### src/rtl/sirq_agg_pkg.sv
package sirq_agg_pkg;

   localparam int WORD_W = 32;

   typedef enum logic [1:0] {
      ACC_1B = 2'd0,
      ACC_2B = 2'd1,
      ACC_4B = 2'd2,
      ACC_8B = 2'd3
   } acc_size_e;

   // byte offsets inside each stage
   localparam logic [7:0] HS_CTRL_OFF = 8'h00;
   localparam logic [7:0] HS_MASK_OFF = 8'h04;
   localparam logic [7:0] HS_STAT_OFF = 8'h08;
   localparam logic [7:0] MS_IN_OFF   = 8'h00;
   localparam logic [7:0] MS_MASK_OFF = 8'h04;
   localparam logic [7:0] MS_STAT_OFF = 8'h08;
   localparam logic [7:0] MS_POL_OFF  = 8'h0C;

   localparam logic [WORD_W-1:0] ALL_ONES = '1;

   typedef struct packed {
      logic              ctrl_we;
      logic              mask_we;
      logic              stat_we;
      logic [WORD_W-1:0] wdata;
   } host_wr_t;

   typedef struct packed {
      logic              mask_we;
      logic              stat_we;
      logic              pol_we;
      logic [WORD_W-1:0] wdata;
   } master_wr_t;

endpackage

### src/rtl/sirq_reg_port.sv
module sirq_reg_port
   import sirq_agg_pkg::*;
#(
   parameter int OFF_W = 8
) (
   input  logic              req_valid,
   input  logic              req_write,
   input  logic              req_blk,
   input  logic [OFF_W-1:0]  req_offset,
   input  logic [1:0]        req_size,
   input  logic [WORD_W-1:0] req_wdata,
   input  logic [WORD_W-1:0] hs_ctrl,
   input  logic [WORD_W-1:0] hs_mask,
   input  logic [WORD_W-1:0] hs_stat,
   input  logic [WORD_W-1:0] ms_in,
   input  logic [WORD_W-1:0] ms_mask,
   input  logic [WORD_W-1:0] ms_stat,
   input  logic [WORD_W-1:0] ms_pol,
   output host_wr_t          host_wr,
   output master_wr_t        master_wr,
   output logic [WORD_W-1:0] rd_data
);

   localparam int CMP_W = (OFF_W < 8) ? OFF_W : 8;

   logic size_ok;
   logic wr_ok;
   logic hi_zero;
   logic [7:0] off8;

   assign size_ok = (acc_size_e'(req_size) == ACC_4B);
   assign wr_ok   = req_valid & req_write & size_ok;

   generate
      if (OFF_W > 8) begin : g_wide_off
         assign hi_zero = (req_offset[OFF_W-1:8] == '0);
         assign off8    = req_offset[7:0];
      end else begin : g_narrow_off
         assign hi_zero = 1'b1;
         assign off8    = 8'(req_offset[CMP_W-1:0]);
      end
   endgenerate

   always_comb begin
      host_wr         = '0;
      master_wr       = '0;
      host_wr.wdata   = req_wdata;
      master_wr.wdata = req_wdata;
      if (wr_ok && hi_zero) begin
         if (!req_blk) begin
            host_wr.ctrl_we = (off8 == HS_CTRL_OFF);
            host_wr.mask_we = (off8 == HS_MASK_OFF);
            host_wr.stat_we = (off8 == HS_STAT_OFF);
         end else begin
            master_wr.mask_we = (off8 == MS_MASK_OFF);
            master_wr.stat_we = (off8 == MS_STAT_OFF);
            master_wr.pol_we  = (off8 == MS_POL_OFF);
         end
      end
   end

   always_comb begin
      rd_data = ALL_ONES;
      if (size_ok && hi_zero) begin
         if (!req_blk) begin
            case (off8)
               HS_CTRL_OFF: rd_data = hs_ctrl;
               HS_MASK_OFF: rd_data = hs_mask;
               HS_STAT_OFF: rd_data = hs_stat;
               default:     rd_data = ALL_ONES;
            endcase
         end else begin
            case (off8)
               MS_IN_OFF:   rd_data = ms_in;
               MS_MASK_OFF: rd_data = ms_mask;
               MS_STAT_OFF: rd_data = ms_stat;
               MS_POL_OFF:  rd_data = ms_pol;
               default:     rd_data = ALL_ONES;
            endcase
         end
      end
   end

endmodule

### src/rtl/sirq_host_stage.sv
module sirq_host_stage
   import sirq_agg_pkg::*;
#(
   parameter int NUM_SIRQ = 17,
   parameter int EN_BIT   = 31
) (
   input  logic                clk,
   input  logic                rst_n,
   input  logic [NUM_SIRQ-1:0] sirq_lvl,
   input  logic                evt_lreset,
   input  logic [5:0]          evt_sync_err,
   input  logic [1:0]          evt_bm_req,
   input  host_wr_t            wr,
   output logic [WORD_W-1:0]   ctrl_q,
   output logic [WORD_W-1:0]   mask_q,
   output logic [WORD_W-1:0]   stat_q,
   output logic                hit_nxt
);

   localparam int TOP_BIT   = WORD_W - 1;
   localparam int LRESET_BIT = 10;

   logic [WORD_W-1:0] sirq_map;
   logic [WORD_W-1:0] evt_map;
   logic [WORD_W-1:0] set_vec;
   logic [WORD_W-1:0] ctrl_nxt;
   logic [WORD_W-1:0] mask_nxt;
   logic [WORD_W-1:0] stat_nxt;

   // line n lands on bit (31 - n)
   always_comb begin
      sirq_map = '0;
      for (int n = 0; n < NUM_SIRQ; n++) begin
         sirq_map[TOP_BIT-n] = sirq_lvl[n];
      end
   end

   always_comb begin
      evt_map             = '0;
      evt_map[LRESET_BIT] = evt_lreset;
      evt_map[7:2]        = evt_sync_err;
      evt_map[1:0]        = evt_bm_req;
   end

   assign set_vec  = sirq_map | evt_map;
   assign ctrl_nxt = wr.ctrl_we ? wr.wdata : ctrl_q;
   assign mask_nxt = wr.mask_we ? wr.wdata : mask_q;
   assign stat_nxt = (wr.stat_we ? (stat_q & ~wr.wdata) : stat_q) | set_vec;
   assign hit_nxt  = ctrl_nxt[EN_BIT] & (|(stat_nxt & mask_nxt));

   always_ff @(posedge clk) begin
      if (!rst_n) begin
         ctrl_q <= '0;
         mask_q <= '0;
         stat_q <= '0;
      end else begin
         ctrl_q <= ctrl_nxt;
         mask_q <= mask_nxt;
         stat_q <= stat_nxt;
      end
   end

   // sampled request levels always leave their bits set
   assert_line_sets_R1: assert property (@(posedge clk) disable iff (!rst_n)
      (|set_vec) |=> ((stat_q & $past(set_vec)) == $past(set_vec)));

   // without a status write no bit can fall
   assert_stat_sticky_R3: assert property (@(posedge clk) disable iff (!rst_n)
      !wr.stat_we |=> ((stat_q & $past(stat_q)) == $past(stat_q)));

   // bits 9..8 have no source and stay clear
   assert_no_phantom_R2: assert property (@(posedge clk) disable iff (!rst_n)
      stat_q[9:8] == 2'b00);

endmodule

### src/rtl/sirq_master_stage.sv
module sirq_master_stage
   import sirq_agg_pkg::*;
#(
   parameter int LINE_BIT     = 11,
   parameter bit IRQ_OUT_FLOP = 1'b1
) (
   input  logic              clk,
   input  logic              rst_n,
   input  logic              hit_nxt,
   input  master_wr_t        wr,
   output logic [WORD_W-1:0] in_q,
   output logic [WORD_W-1:0] mask_q,
   output logic [WORD_W-1:0] stat_q,
   output logic [WORD_W-1:0] pol_q,
   output logic              irq_o
);

   logic [WORD_W-1:0] in_nxt;
   logic [WORD_W-1:0] mask_nxt;
   logic [WORD_W-1:0] stat_nxt;

   always_comb begin
      in_nxt           = '0;
      in_nxt[LINE_BIT] = hit_nxt;
   end

   assign mask_nxt = wr.mask_we ? wr.wdata : mask_q;
   assign stat_nxt = (wr.stat_we ? (stat_q & ~wr.wdata) : stat_q) | (in_nxt & mask_nxt);

   always_ff @(posedge clk) begin
      if (!rst_n) begin
         in_q   <= '0;
         mask_q <= '0;
         stat_q <= '0;
         pol_q  <= '0;
      end else begin
         in_q   <= in_nxt;
         mask_q <= mask_nxt;
         stat_q <= stat_nxt;
         if (wr.pol_we) pol_q <= wr.wdata;
      end
   end

   generate
      if (IRQ_OUT_FLOP) begin : g_irq_flop
         logic irq_q;
         always_ff @(posedge clk) begin
            if (!rst_n) irq_q <= 1'b0;
            else        irq_q <= |stat_nxt;
         end
         assign irq_o = irq_q;
      end else begin : g_irq_from_stat
         assign irq_o = |stat_q;
      end
   endgenerate

   assert_stat_sticky_R6: assert property (@(posedge clk) disable iff (!rst_n)
      !wr.stat_we |=> ((stat_q & $past(stat_q)) == $past(stat_q)));

   assert_rise_backed_R6: assert property (@(posedge clk) disable iff (!rst_n)
      $rose(stat_q[LINE_BIT]) |-> (mask_q[LINE_BIT] && in_q[LINE_BIT]));

   assert_irq_tracks_R7: assert property (@(posedge clk) disable iff (!rst_n)
      irq_o == (stat_q != '0));

endmodule

### src/rtl/sirq_agg_top.sv
module sirq_agg_top
   import sirq_agg_pkg::*;
#(
   parameter int NUM_SIRQ     = 17,
   parameter int EN_BIT       = 31,
   parameter int LINE_BIT     = 11,
   parameter int OFF_W        = 8,
   parameter bit IRQ_OUT_FLOP = 1'b1
) (
   input  logic                clk,
   input  logic                rst_n,
   input  logic [NUM_SIRQ-1:0] sirq_lvl,
   input  logic                evt_lreset,
   input  logic [5:0]          evt_sync_err,
   input  logic [1:0]          evt_bm_req,
   input  logic                req_valid,
   input  logic                req_write,
   input  logic                req_blk,
   input  logic [OFF_W-1:0]    req_offset,
   input  logic [1:0]          req_size,
   input  logic [31:0]         req_wdata,
   output logic [31:0]         rd_data,
   output logic                irq_o
);

   generate
      if (NUM_SIRQ < 1 || NUM_SIRQ > 17) begin : g_bad_nsirq
         $error("NUM_SIRQ must lie in 1..17");
      end
      if (EN_BIT < 0 || EN_BIT >= WORD_W) begin : g_bad_en
         $error("EN_BIT outside the register word");
      end
      if (LINE_BIT < 0 || LINE_BIT >= WORD_W) begin : g_bad_line
         $error("LINE_BIT outside the register word");
      end
      if (OFF_W < 4) begin : g_bad_off
         $error("OFF_W too narrow for the register map");
      end
   endgenerate

   host_wr_t          host_wr;
   master_wr_t        master_wr;
   logic [WORD_W-1:0] hs_ctrl, hs_mask, hs_stat;
   logic [WORD_W-1:0] ms_in, ms_mask, ms_stat, ms_pol;
   logic              hit_nxt;

   sirq_reg_port #(.OFF_W(OFF_W)) u_port (
      .req_valid  (req_valid),
      .req_write  (req_write),
      .req_blk    (req_blk),
      .req_offset (req_offset),
      .req_size   (req_size),
      .req_wdata  (req_wdata),
      .hs_ctrl    (hs_ctrl),
      .hs_mask    (hs_mask),
      .hs_stat    (hs_stat),
      .ms_in      (ms_in),
      .ms_mask    (ms_mask),
      .ms_stat    (ms_stat),
      .ms_pol     (ms_pol),
      .host_wr    (host_wr),
      .master_wr  (master_wr),
      .rd_data    (rd_data)
   );

   sirq_host_stage #(.NUM_SIRQ(NUM_SIRQ), .EN_BIT(EN_BIT)) u_host (
      .clk          (clk),
      .rst_n        (rst_n),
      .sirq_lvl     (sirq_lvl),
      .evt_lreset   (evt_lreset),
      .evt_sync_err (evt_sync_err),
      .evt_bm_req   (evt_bm_req),
      .wr           (host_wr),
      .ctrl_q       (hs_ctrl),
      .mask_q       (hs_mask),
      .stat_q       (hs_stat),
      .hit_nxt      (hit_nxt)
   );

   sirq_master_stage #(.LINE_BIT(LINE_BIT), .IRQ_OUT_FLOP(IRQ_OUT_FLOP)) u_master (
      .clk     (clk),
      .rst_n   (rst_n),
      .hit_nxt (hit_nxt),
      .wr      (master_wr),
      .in_q    (ms_in),
      .mask_q  (ms_mask),
      .stat_q  (ms_stat),
      .pol_q   (ms_pol),
      .irq_o   (irq_o)
   );

   // global enable off keeps the link between stages quiet
   assert_enable_gates_R5: assert property (@(posedge clk) disable iff (!rst_n)
      !hs_ctrl[EN_BIT] |-> !ms_in[LINE_BIT]);

   // link is high only with a masked first-stage cause present
   assert_link_cause_R5: assert property (@(posedge clk) disable iff (!rst_n)
      ms_in[LINE_BIT] |-> ((hs_stat & hs_mask) != '0));

endmodule

### config.mk
export PLATFORM = sky130hd
export DESIGN_NAME = sirq_agg_top
export DESIGN_NICKNAME = d
export VERILOG_FILES = /design/src/rtl/sirq_agg_pkg.sv /design/src/rtl/sirq_reg_port.sv /design/src/rtl/sirq_host_stage.sv /design/src/rtl/sirq_master_stage.sv /design/src/rtl/sirq_agg_top.sv
export SDC_FILE = /design/constraint.sdc
export NUM_CORES = 1
export LEC_CHECK = 0
export ABC_CLOCK_PERIOD_IN_PS = 7900
export BUFFER_PORTS_ARGS = -buffer_cell sky130_fd_sc_hd__clkbuf_2
export CORE_MARGIN = 8
export CORE_UTILIZATION = 30
export CTS_CLUSTER_SIZE = 40
export DETAILED_ROUTE_END_ITERATION = 8
export GPL_TIMING_DRIVEN = 0
export PLACE_DENSITY = 0.46
export SYNTH_ARGS = -nofsm -noshare
export SYNTH_HDL_FRONTEND = slang
export SYNTH_SLANG_ARGS = --single-unit
### constraint.sdc
create_clock -name clk -period 7.9 [get_ports clk]
set_input_delay 1.975 -clock clk [delete_from_list [all_inputs] [get_ports clk]]
set_output_delay 1.975 -clock clk [all_outputs]
set_load 0.01 [all_outputs]
==> flow_metrics.tcl <==
set metrics [dict create \
    cts_tree "yes" \
    ys_ff_latch 194 \
    required_ns 5.93 \
    finalPower_uw 2090 \
    met2_usage_pct 32.3 \
    root_buffer "clkbuf_16" \
    dp_hpwl_um 25800 \
    dr.pass1.iters 6 \
    gp_congestion 0.832 \
    core_region_area_um2 28800 \
    clkLatencyLatePin_ns 0.44 \
    rsz0062_at_grt "false" \
    synth_edf_count 0 \
    grt_pass1_wl_um 52200 \
    rr_worst_depth 6 \
    tns_ns 0 \
    leakage_uw 0.00403 \
    die_h_um 187 \
    finalCriticalPeriod_ns 6.51 \
    p_int_uw 1550 \
    vias 8047 \
    synth_nets 1126 \
    grt_use_total_pct 19.7 \
    drc 0 \
    antenna_found_initial 0 \
    final_common_cell "nand2_1" \
    grt_pass1_vias 8162 \
    cts.reportedPaths.clkPinSlew_ns 0.08 \
    reg2reg_to "u_master.irq_o" \
    cp_slowest_stage_delay_ns 0.68 \
    overflow 0 \
    start_util_pct 30.5 \
    clock_sink_count 194 \
    path_max_fanout 10 \
    period_share_pct 82.5 \
    cp_data_arrival_time_ns 4.54 \
    final_nets 1249 \
    drv_slew 0 \
    cp_top_family "buffers and inverters" \
    cp-end-kind "output pin" \
    n_fill_cell 3135 \
    setup_viol 0 \
    slowest_stage "buf_1" \
    path_cells "clkbuf_1 > clkbuf_1 > buf_1 > mux2_2 > a22o_1 > nand2_1 > o211ai_1 > clkbuf_2" \
    most-common-layout-cells "259 x nand2_1, 194 x dfxtp_1, 104 x clkbuf_2" \
    row_count 62 \
    min_path_cells 2 \
    gr-usage-met3_pct 3.34 \
    crit_type "primary input to output pin" \
    yosys.area.top_type "dfxtp_1" \
    syn_inst 1053 \
    avgSynthCellArea_um2 8.35 \
    die_area_um2 35000 \
    yosys-top-cells-area "dfxtp_1 44%, nand2_1 11%, mux2_2 8.2%, a21oi_1 5.8%, mux2i_1 3.8%" \
    seqPwrFrac_pct 47.5 \
    cts_hold_buf 0 \
    swShare_pct 25.7 \
    routed_via_density 5.11 \
    worstSetupStartpointType "primary input" \
    grt_use_met1_pct 26.5 \
    yosysWarnings 0 \
    place_ws_ns 1.37 \
    powerDensity_nw_per_um2 200 \
    seqCellArea_um2 3880 \
    ys.flop_type "dfxtp_1" \
    multi_input_area_um2 4570 \
    io_buffers 104 \
    outcome "complete, no violations" \
    cts_resized 0 \
    worst_slack_ns 1.39 \
    power.switching_uw 535 \
    rr_startpoint "u_host.mask_q[11]" \
    max_slew_margin_pct 29.0 \
    synth_area_um2 8790 \
    dieWidth_um 187 \
    worstHoldStart "u_master.pol_q[6]" \
    clock_skew_ns 0.0139 \
    antenna_left 0 \
    io_pins 106 \
    fmax_mhz 153 \
    synth.distinct_cells 44 \
    r2r_setup_slack_ns 5.82 \
    finalHoldViolCount 0 \
    ys_seq_area_share_pct 44.2 \
    wl_um 35100 \
    worst_path_most_repeated_cell "clkbuf_1" \
    combPwrFrac_pct 7.1 \
    routedWlPerCell_um 22.3 \
    globalRoute.busiestLayer "met2" \
    yosysTopAreaCellShare_pct 44.2 \
    areaGrowthSynthToFinish_pct 18.6 \
    min_path_type "flip-flop to flip-flop" \
    clockBufferDepth 2 \
    maxCapViolations 0 \
    grt_max_degree 19 \
    drive_above_1_share_pct 18.3 \
    critical_path_buf_inv_count 4 \
    htreeDepth 4 \
    whs_ns 0.454 \
    cts_setup_buffers 0 \
    clock_power_share_pct 45.4 \
    synth-async-reset-ratio_pct 0 \
    hold_end "u_master.pol_q[6]" \
    peakVddDrop_mv 0.106 \
    tightest_slew_ns 1.06 \
    cts_made_buffers 17 \
    drt_iter0_markers 688 \
]
-- cells in the mapped netlist, types with 2 or more instances --
cell	count
nand2_1	259
dfxtp_1	194
a21oi_1	101
nor2_1	81
clkbuf_1	67
mux2_2	64
o22ai_1	50
mux2i_1	33
a22o_1	32
o211ai_1	32
and3_1	18
a21boi_0	15
nand2b_1	14
and2_1	12
o21bai_1	8
buf_1	7
a22oi_1	6
buf_2	6
a21boi_1	5
inv_1	5
nand3_1	4
nand4_1	4
o2111ai_1	4
o21ai_0	4
nor4_1	3
o22a_1	3
nor2b_1	2
nor3_1	2
nor4_4	2
or4_4	2
-- registers in the layout (all words and copies together), names as in the netlist --
signal           cells
u_host.ctrl_q       32
u_host.mask_q       32
u_host.stat_q       32
u_master.mask_q     32
u_master.irq_o       1
u_master.in_q        1
u_master.stat_q     32
u_master.pol_q      32
-- metal layers --
metal | vias to the layer above | wire, µm
met4 | 0 | 421
met2 | 188 | 16500
met1 | 3889 | 16600
met3 | 30 | 1590
met5 | - | 0
li1 | 3940 | -
-- worst max path at each step --
stage               depth (start not counted)  slack, ns          start     endpoint
global placement                            7       1.35  req_offset[3]  rd_data[11]
detailed placement                          7       1.37  req_offset[3]  rd_data[11]
finish                                      8       1.39  req_offset[3]  rd_data[28]
floorplan                                   6       2.33  req_offset[3]  rd_data[11]
global route                                7       1.24  req_offset[3]  rd_data[11]
CTS                                         7       1.34  req_offset[3]  rd_data[11]
-- worst register-to-register path, cell delays in order (launching register included) --
cell and delay (ns):
dfxtp_1 0.32, mux2i_1 0.19, o22a_1 0.30, o2111ai_1 0.23, or4_4 0.59, o21ai_2 0.16, nand2_1 0.13
-- power by group through the flow --
stage          Clock, µW  Combinational (µW)  Sequential (µW)
6_report             946                 149              991
5_1_grt             1000                 160              992
4_1_cts              962                 149              991
3_5_place_dp           0                 149             1010
3_3_place_gp           0                 148             1010
2_1_floorplan          0                69.7             1010
-- per-stage QoR --
step / instance area, µm² / std cells / utilization [%]
floorplan: 8790 / 1053 / -
global placement: 9790 / 1541 / 34.0
detailed placement: 9790 / 1541 / 34.0
CTS: 10400 / 1573 / 36.2
global route: 10400 / 1573 / 36.2
finish: 10400 / 1574 / 36.2
-- cells by family (layout without fill, tap and decap cells) --
| logic type | Yosys count | in the layout | synth area share (%) |
|---|---|---|---|
| DFF | 194 | 194 | 44.2 |
| and+or+nand+nor | 409 | 409 | 20.1 |
| AOI/OAI and AO/OA | 265 | 265 | 19.6 |
| other | 0 | 1 | 0 |
| muxes | 98 | 98 | 12.2 |
| buffers and inverters | 87 | 223 | 3.89 |
-- area by class of cell --
| type | count | area share [%] |
|---|---|---|
| flip-flops and latches | 194 | 37.2 |
| plain buffers | 81 | 3.06 |
| multi-input cells | 772 | 43.8 |
| clock inverters | 14 | 1.86 |
| well taps | 384 | 4.61 |
| inverters | 6 | 0.216 |
| diodes | 1 | 0.0240 |
| clock buffers | 18 | 4.21 |
| repair buffers | 104 | 4.99 |
Power figures use the tool's default switching activity.
